## config.mk

```make
export PLATFORM = sky130hd
export DESIGN_NAME = stack_calc
export DESIGN_NICKNAME = d
export VERILOG_FILES = /design/src/rtl/stack_calc_pkg.sv /design/src/rtl/stack_calc_ptr.sv /design/src/rtl/stack_calc_regs.sv /design/src/rtl/stack_calc_alu.sv /design/src/rtl/stack_calc.sv
export SDC_FILE = /design/constraint.sdc
export NUM_CORES = 1
export LEC_CHECK = 0
export ABC_AREA = 0
export BUFFER_PORTS_ARGS = -buffer_cell sky130_fd_sc_hd__buf_2
export CORE_ASPECT_RATIO = 0.75
export CORE_MARGIN = 2
export CORE_UTILIZATION = 40
export DETAILED_ROUTE_END_ITERATION = 7
export GPL_ROUTABILITY_DRIVEN = 0
export REMOVE_ABC_BUFFERS = 1
export SYNTH_ARGS = -nofsm -noshare
export SYNTH_HDL_FRONTEND = slang
export SYNTH_SLANG_ARGS = --single-unit
```

## constraint.sdc

```tcl
create_clock -name clk_i -period 8.7 [get_ports clk_i]
set_clock_uncertainty 0.2 [all_clocks]
set_input_delay 0.87 -clock clk_i [delete_from_list [all_inputs] [get_ports clk_i]]
set_output_delay 0.87 -clock clk_i [all_outputs]
set_load 0.01 [all_outputs]
```

## src/rtl/stack_calc_pkg.sv

```systemverilog
package stack_calc_pkg;
  typedef enum logic [1:0] {
    OP_PUSH = 2'b00,
    OP_POP  = 2'b01,
    OP_ADD  = 2'b10,
    OP_MUL  = 2'b11
  } op_e;
endpackage

```

## src/rtl/stack_calc_ptr.sv

```systemverilog
module stack_calc_ptr
  import stack_calc_pkg::*;
#(
  parameter int DEPTH = 5,
  localparam int PW   = $clog2(DEPTH + 1)
) (
  input  logic          clk_i,
  input  logic          rst_ni,
  input  logic          valid_i,
  input  op_e           op_i,
  output logic [PW-1:0] sp_o,
  output logic          err_o,
  output logic          commit_o
);
  localparam logic [PW-1:0] SpEmpty = '0;
  localparam logic [PW-1:0] SpFull  = PW'(DEPTH);

  logic [PW-1:0] sp_q, sp_d;

  always_comb begin
    err_o = 1'b0;
    sp_d  = sp_q;
    unique case (op_i)
      OP_PUSH: begin err_o = (sp_q == SpFull);   sp_d = sp_q + PW'(1); end
      OP_POP:  begin err_o = (sp_q == SpEmpty);  sp_d = sp_q - PW'(1); end
      default: begin err_o = (sp_q < PW'(2));    sp_d = sp_q - PW'(1); end
    endcase
  end

  assign commit_o = valid_i && !err_o;

  always_ff @(posedge clk_i or negedge rst_ni) begin
    if (!rst_ni)       sp_q <= SpEmpty;
    else if (commit_o) sp_q <= sp_d;
  end

  assign sp_o = sp_q;
endmodule

```

## src/rtl/stack_calc_regs.sv

```systemverilog
module stack_calc_regs #(
  parameter int DEPTH = 5,
  parameter int DW    = 16,
  localparam int PW   = $clog2(DEPTH + 1)
) (
  input  logic          clk_i,
  input  logic          rst_ni,
  input  logic          we_i,
  input  logic [PW-1:0] waddr_i,
  input  logic [DW-1:0] wdata_i,
  input  logic [PW-1:0] raddr_a_i,
  input  logic [PW-1:0] raddr_b_i,
  output logic [DW-1:0] rdata_a_o,
  output logic [DW-1:0] rdata_b_o
);
  logic [DW-1:0] mem_q [DEPTH];

  for (genvar i = 0; i < DEPTH; i++) begin : g_ent
    always_ff @(posedge clk_i or negedge rst_ni) begin
      if (!rst_ni)                           mem_q[i] <= '0;
      else if (we_i && waddr_i == PW'(i))    mem_q[i] <= wdata_i;
    end
  end

  // out-of-range addresses read as zero
  always_comb begin
    rdata_a_o = '0;
    rdata_b_o = '0;
    for (int i = 0; i < DEPTH; i++) begin
      if (raddr_a_i == PW'(i)) rdata_a_o = mem_q[i];
      if (raddr_b_i == PW'(i)) rdata_b_o = mem_q[i];
    end
  end
endmodule

```

## src/rtl/stack_calc_alu.sv

```systemverilog
module stack_calc_alu
  import stack_calc_pkg::*;
#(
  parameter int DW = 16
) (
  input  op_e           op_i,
  input  logic [DW-1:0] lhs_i,
  input  logic [DW-1:0] rhs_i,
  output logic [DW-1:0] res_o
);
  // results keep the low DW bits
  always_comb begin
    if (op_i == OP_MUL) res_o = lhs_i * rhs_i;
    else                res_o = lhs_i + rhs_i;
  end
endmodule

```

## src/rtl/stack_calc.sv

```systemverilog
module stack_calc
  import stack_calc_pkg::*;
#(
  parameter int DEPTH = 5,
  parameter int DW    = 16,
  localparam int PW   = $clog2(DEPTH + 1)
) (
  input  logic          clk_i,
  input  logic          rst_ni,
  input  logic          cmd_valid_i,
  input  logic [1:0]    cmd_op_i,
  input  logic [DW-1:0] cmd_data_i,
  output logic [DW-1:0] rd_data_o,
  output logic          done_o,
  output logic          status_o
);
  op_e           op;
  logic [PW-1:0] sp_q;
  logic          err, commit;
  logic [PW-1:0] top_idx, nxt_idx, waddr;
  logic [DW-1:0] top_val, nxt_val, alu_res, wdata, result;
  logic          we;
  logic          done_q, status_q;
  logic [DW-1:0] rd_q;

  assign op = op_e'(cmd_op_i);

  stack_calc_ptr #(.DEPTH(DEPTH)) i_ptr (
    .clk_i, .rst_ni, .valid_i(cmd_valid_i), .op_i(op),
    .sp_o(sp_q), .err_o(err), .commit_o(commit)
  );

  assign top_idx = sp_q - PW'(1);
  assign nxt_idx = sp_q - PW'(2);

  stack_calc_regs #(.DEPTH(DEPTH), .DW(DW)) i_regs (
    .clk_i, .rst_ni, .we_i(we), .waddr_i(waddr), .wdata_i(wdata),
    .raddr_a_i(top_idx), .raddr_b_i(nxt_idx),
    .rdata_a_o(top_val), .rdata_b_o(nxt_val)
  );

  stack_calc_alu #(.DW(DW)) i_alu (
    .op_i(op), .lhs_i(nxt_val), .rhs_i(top_val), .res_o(alu_res)
  );

  // push writes above the top; arithmetic overwrites the lower operand
  assign we    = commit && (op != OP_POP);
  assign waddr = (op == OP_PUSH) ? sp_q : nxt_idx;
  assign wdata = (op == OP_PUSH) ? cmd_data_i : alu_res;

  always_comb begin
    unique case (op)
      OP_PUSH: result = cmd_data_i;
      OP_POP:  result = top_val;
      default: result = alu_res;
    endcase
  end

  always_ff @(posedge clk_i or negedge rst_ni) begin
    if (!rst_ni) begin
      done_q   <= 1'b0;
      status_q <= 1'b0;
      rd_q     <= '0;
    end else begin
      done_q   <= cmd_valid_i;
      status_q <= cmd_valid_i && err;
      if (cmd_valid_i) rd_q <= err ? '0 : result;
    end
  end

  assign done_o    = done_q;
  assign status_o  = status_q;
  assign rd_data_o = rd_q;
endmodule

```

==> metrics.cfg <==
[synth]
ys_types=70
yosys_warnings=0
avgSynthCellArea_um2=8.860
synthFlopType=dfrtp_1
synth_commonest_cells=167 x inv_1, 143 x nand2_1, 101 x dfrtp_1
syn_inst=1228
synth_top_area_share=0.2323
ys_ff_latch=101
synth.yosys.seq_area_share=0.2323
synth.area.top_cells=dfrtp_1 23%, fa_1 15%, ha_1 8.6%, mux2_2 6.8%, inv_1 5.8%
syn_area_um2=10880
yosysMostFrequentCell=inv_1
yosysTopAreaCell=dfrtp_1
synth_edf_count=0
synthArstFlopShare=1.000

[outcome]
violations=DRC
status=finished, violations left

[finish]
regArea_um2=2527
fillers=2571
finalNetCount=1425
multi_input_area_um2=7398
instances_no_fill=1605
insertedDiodeCount=0
drive_gt1_frac=0.1627
area_growth_pct=8.338

[die]
die-area_um2=28550
start_util=0.4049
core_um2=26870
die_w_um=194.4
rows=52
pin_count=39
die_y_um=146.8

[worst_setup_path]
crit_fanout=24
path_delay_family=adder cells
critical_path_required_ns=8.75
worst-path-buf-inv=5
crit_start=i_ptr.sp_o[1]$_DFFE_PN0P_
crit_arrival_ns=8.29
start_kind=flip-flop
cp_common_cell=xnor2_1
r2r_start=i_ptr.sp_o[1]$_DFFE_PN0P_
worstSetupPathType=flip-flop to flip-flop
reg2reg_slack_ns=0.46
slowest_delay_ns=0.54
slowest_stage=fa_1
critPathCaptureType=flip-flop

[worst_hold_path]
hold_class=primary input to asynchronous set/reset pin

[global_route]
grt_pass1_vias=8708
antenna_found_initial=1
grt.total_usage=0.2326
grt_pass1_wl_um=51010
met1_usage=0.3546
met3_usage=0.05096
grt.overflow.total=0
top_usage_layer=met1
grtUsageMet2=0.3358
grt_max_degree=71

[detailed_routing]
routed_wl_um=32660
drc=6
first_pass_iters=8
wl_per_cell_um=20.35
ant_nets=0
viasPerCell=5.615
num_vias=9012
drt_iter0_markers=953

[timing]
setup-violations-final=0
fin_crit_ns=8.243
post-route-period-util=0.9475
slew_violations=0
finalHoldWorstSlack_ns=0.2429
timing.final.hold_violations=0
fmax_mhz=121.3
setup_tns_ns=0
relSlewSlack=0.2309
rsz0062_at_grt=false
tightest_slew_ns=1.150

[clocking]
clock_path_buffers=2
clk_latency_ns=0.36
cts.sinks=101
clockRootBuffer=clkbuf_16
cts_buffers=9
path_clk_slew_ns=0.08
htreeDepth=3
cts_tree=done

[placement]
dp.cells=1587
portBuffers=38
place_hpwl_um=25090

[job]
maxCapViolations=0

## worst reg2reg max path, delay by kind of cell (launching register included)
kind / cells / cell delay, ns
adder cells (fa/ha/maj): 7 / 3.15
XOR/XNOR: 9 / 1.90
buffers and inverters: 5 / 0.69
multiplexers: 1 / 0.30
AND/OR/NAND/NOR: 3 / 0.93
AO/OA/AOI/OAI: 2 / 0.48
flip-flops: 1 / 0.47
## registers in the layout (all words and copies together), names as in the netlist
register / cells
i_ptr.sp_o: 3
done_o: 1
status_o: 1
i_regs.mem_q: 80
rd_data_o: 16
## final timing paths
kind                                                 to  depth (start not counted)
setup / recovery           i_regs.mem_q[63]$_DFFE_PN0P_                         27
hold / removal             i_regs.mem_q[68]$_DFFE_PN0P_                          1
setup reg to reg           i_regs.mem_q[63]$_DFFE_PN0P_                         27
hold reg to reg               rd_data_o[12]$_DFFE_PN0P_                          1
max in group asynchronous  i_regs.mem_q[15]$_DFFE_PN0P_                          2
min in group clk_i            rd_data_o[12]$_DFFE_PN0P_                          1
## through the flow
stage | util | instance area, um^2 | setup slack [ns]
2_1_floorplan | - | 10560 | 0.2441
3_3_place_gp | 0.4247 | 11410 | 0.4724
3_5_place_dp | 0.4247 | 11410 | 0.3410
4_1_cts | 0.4365 | 11730 | 0.2884
5_1_grt | 0.4387 | 11790 | 0.05405
6_report | 0.4387 | 11790 | 0.4572
## logic make-up (layout without fill, tap and decap cells)
family / count (synthesis) / in the layout / synth area share
AOI/OAI and AO/OA: 272 / 272 / 0.1722
xor gates and xnor gates: 53 / 53 / 0.04646
adders and majority gates: 155 / 155 / 0.2334
buffers and inverters: 240 / 266 / 0.09234
DFF: 101 / 101 / 0.2323
muxes: 84 / 84 / 0.08648
and+or+nand+nor: 323 / 323 / 0.1368
## final cells by class
class / instances / area share
clock buffers: 11 / 0.02144
clock inverters: 5 / 0.005520
inverters: 181 / 0.05764
multi-input cells: 887 / 0.6276
flip-flops and latches: 101 / 0.2144
well taps: 351 / 0.03726
repair buffers: 69 / 0.03609
## layout by cell type, fill, tap and decap left out, types with 19 or more instances in the layout
| cell | netlist | routed |
|---|---|---|
| a21oi_1 | 96 | 96 |
| a221o_1 | 19 | 19 |
| buf_2 | 17 | 37 |
| buf_4 | 7 | 32 |
| dfrtp_1 | 101 | 101 |
| fa_1 | 80 | 80 |
| ha_1 | 75 | 70 |
| inv_1 | 167 | 166 |
| mux2_2 | 66 | 66 |
| nand2_1 | 143 | 143 |
| nand3b_1 | 20 | 20 |
| nor2_1 | 85 | 85 |
| nor2b_1 | 20 | 20 |
| o21ai_0 | 54 | 54 |
| xnor2_1 | 42 | 42 |
## per-layer routing
layer	vias up	routed length [um]
met3	40	2799
li1	4159	-
met2	372	13480
met1	4441	15790
met4	0	589
met5	-	0
## timing repair
action                                  in CTS  in global routing
buffers inserted                             0                  2
hold buffers                                 0                  0
resized for setup                            0                  9
endpoints found under the setup margin       0                  6
Power is not shown: default switching activity piles up to over one toggle a cycle in this logic, so the estimate is an artifact.
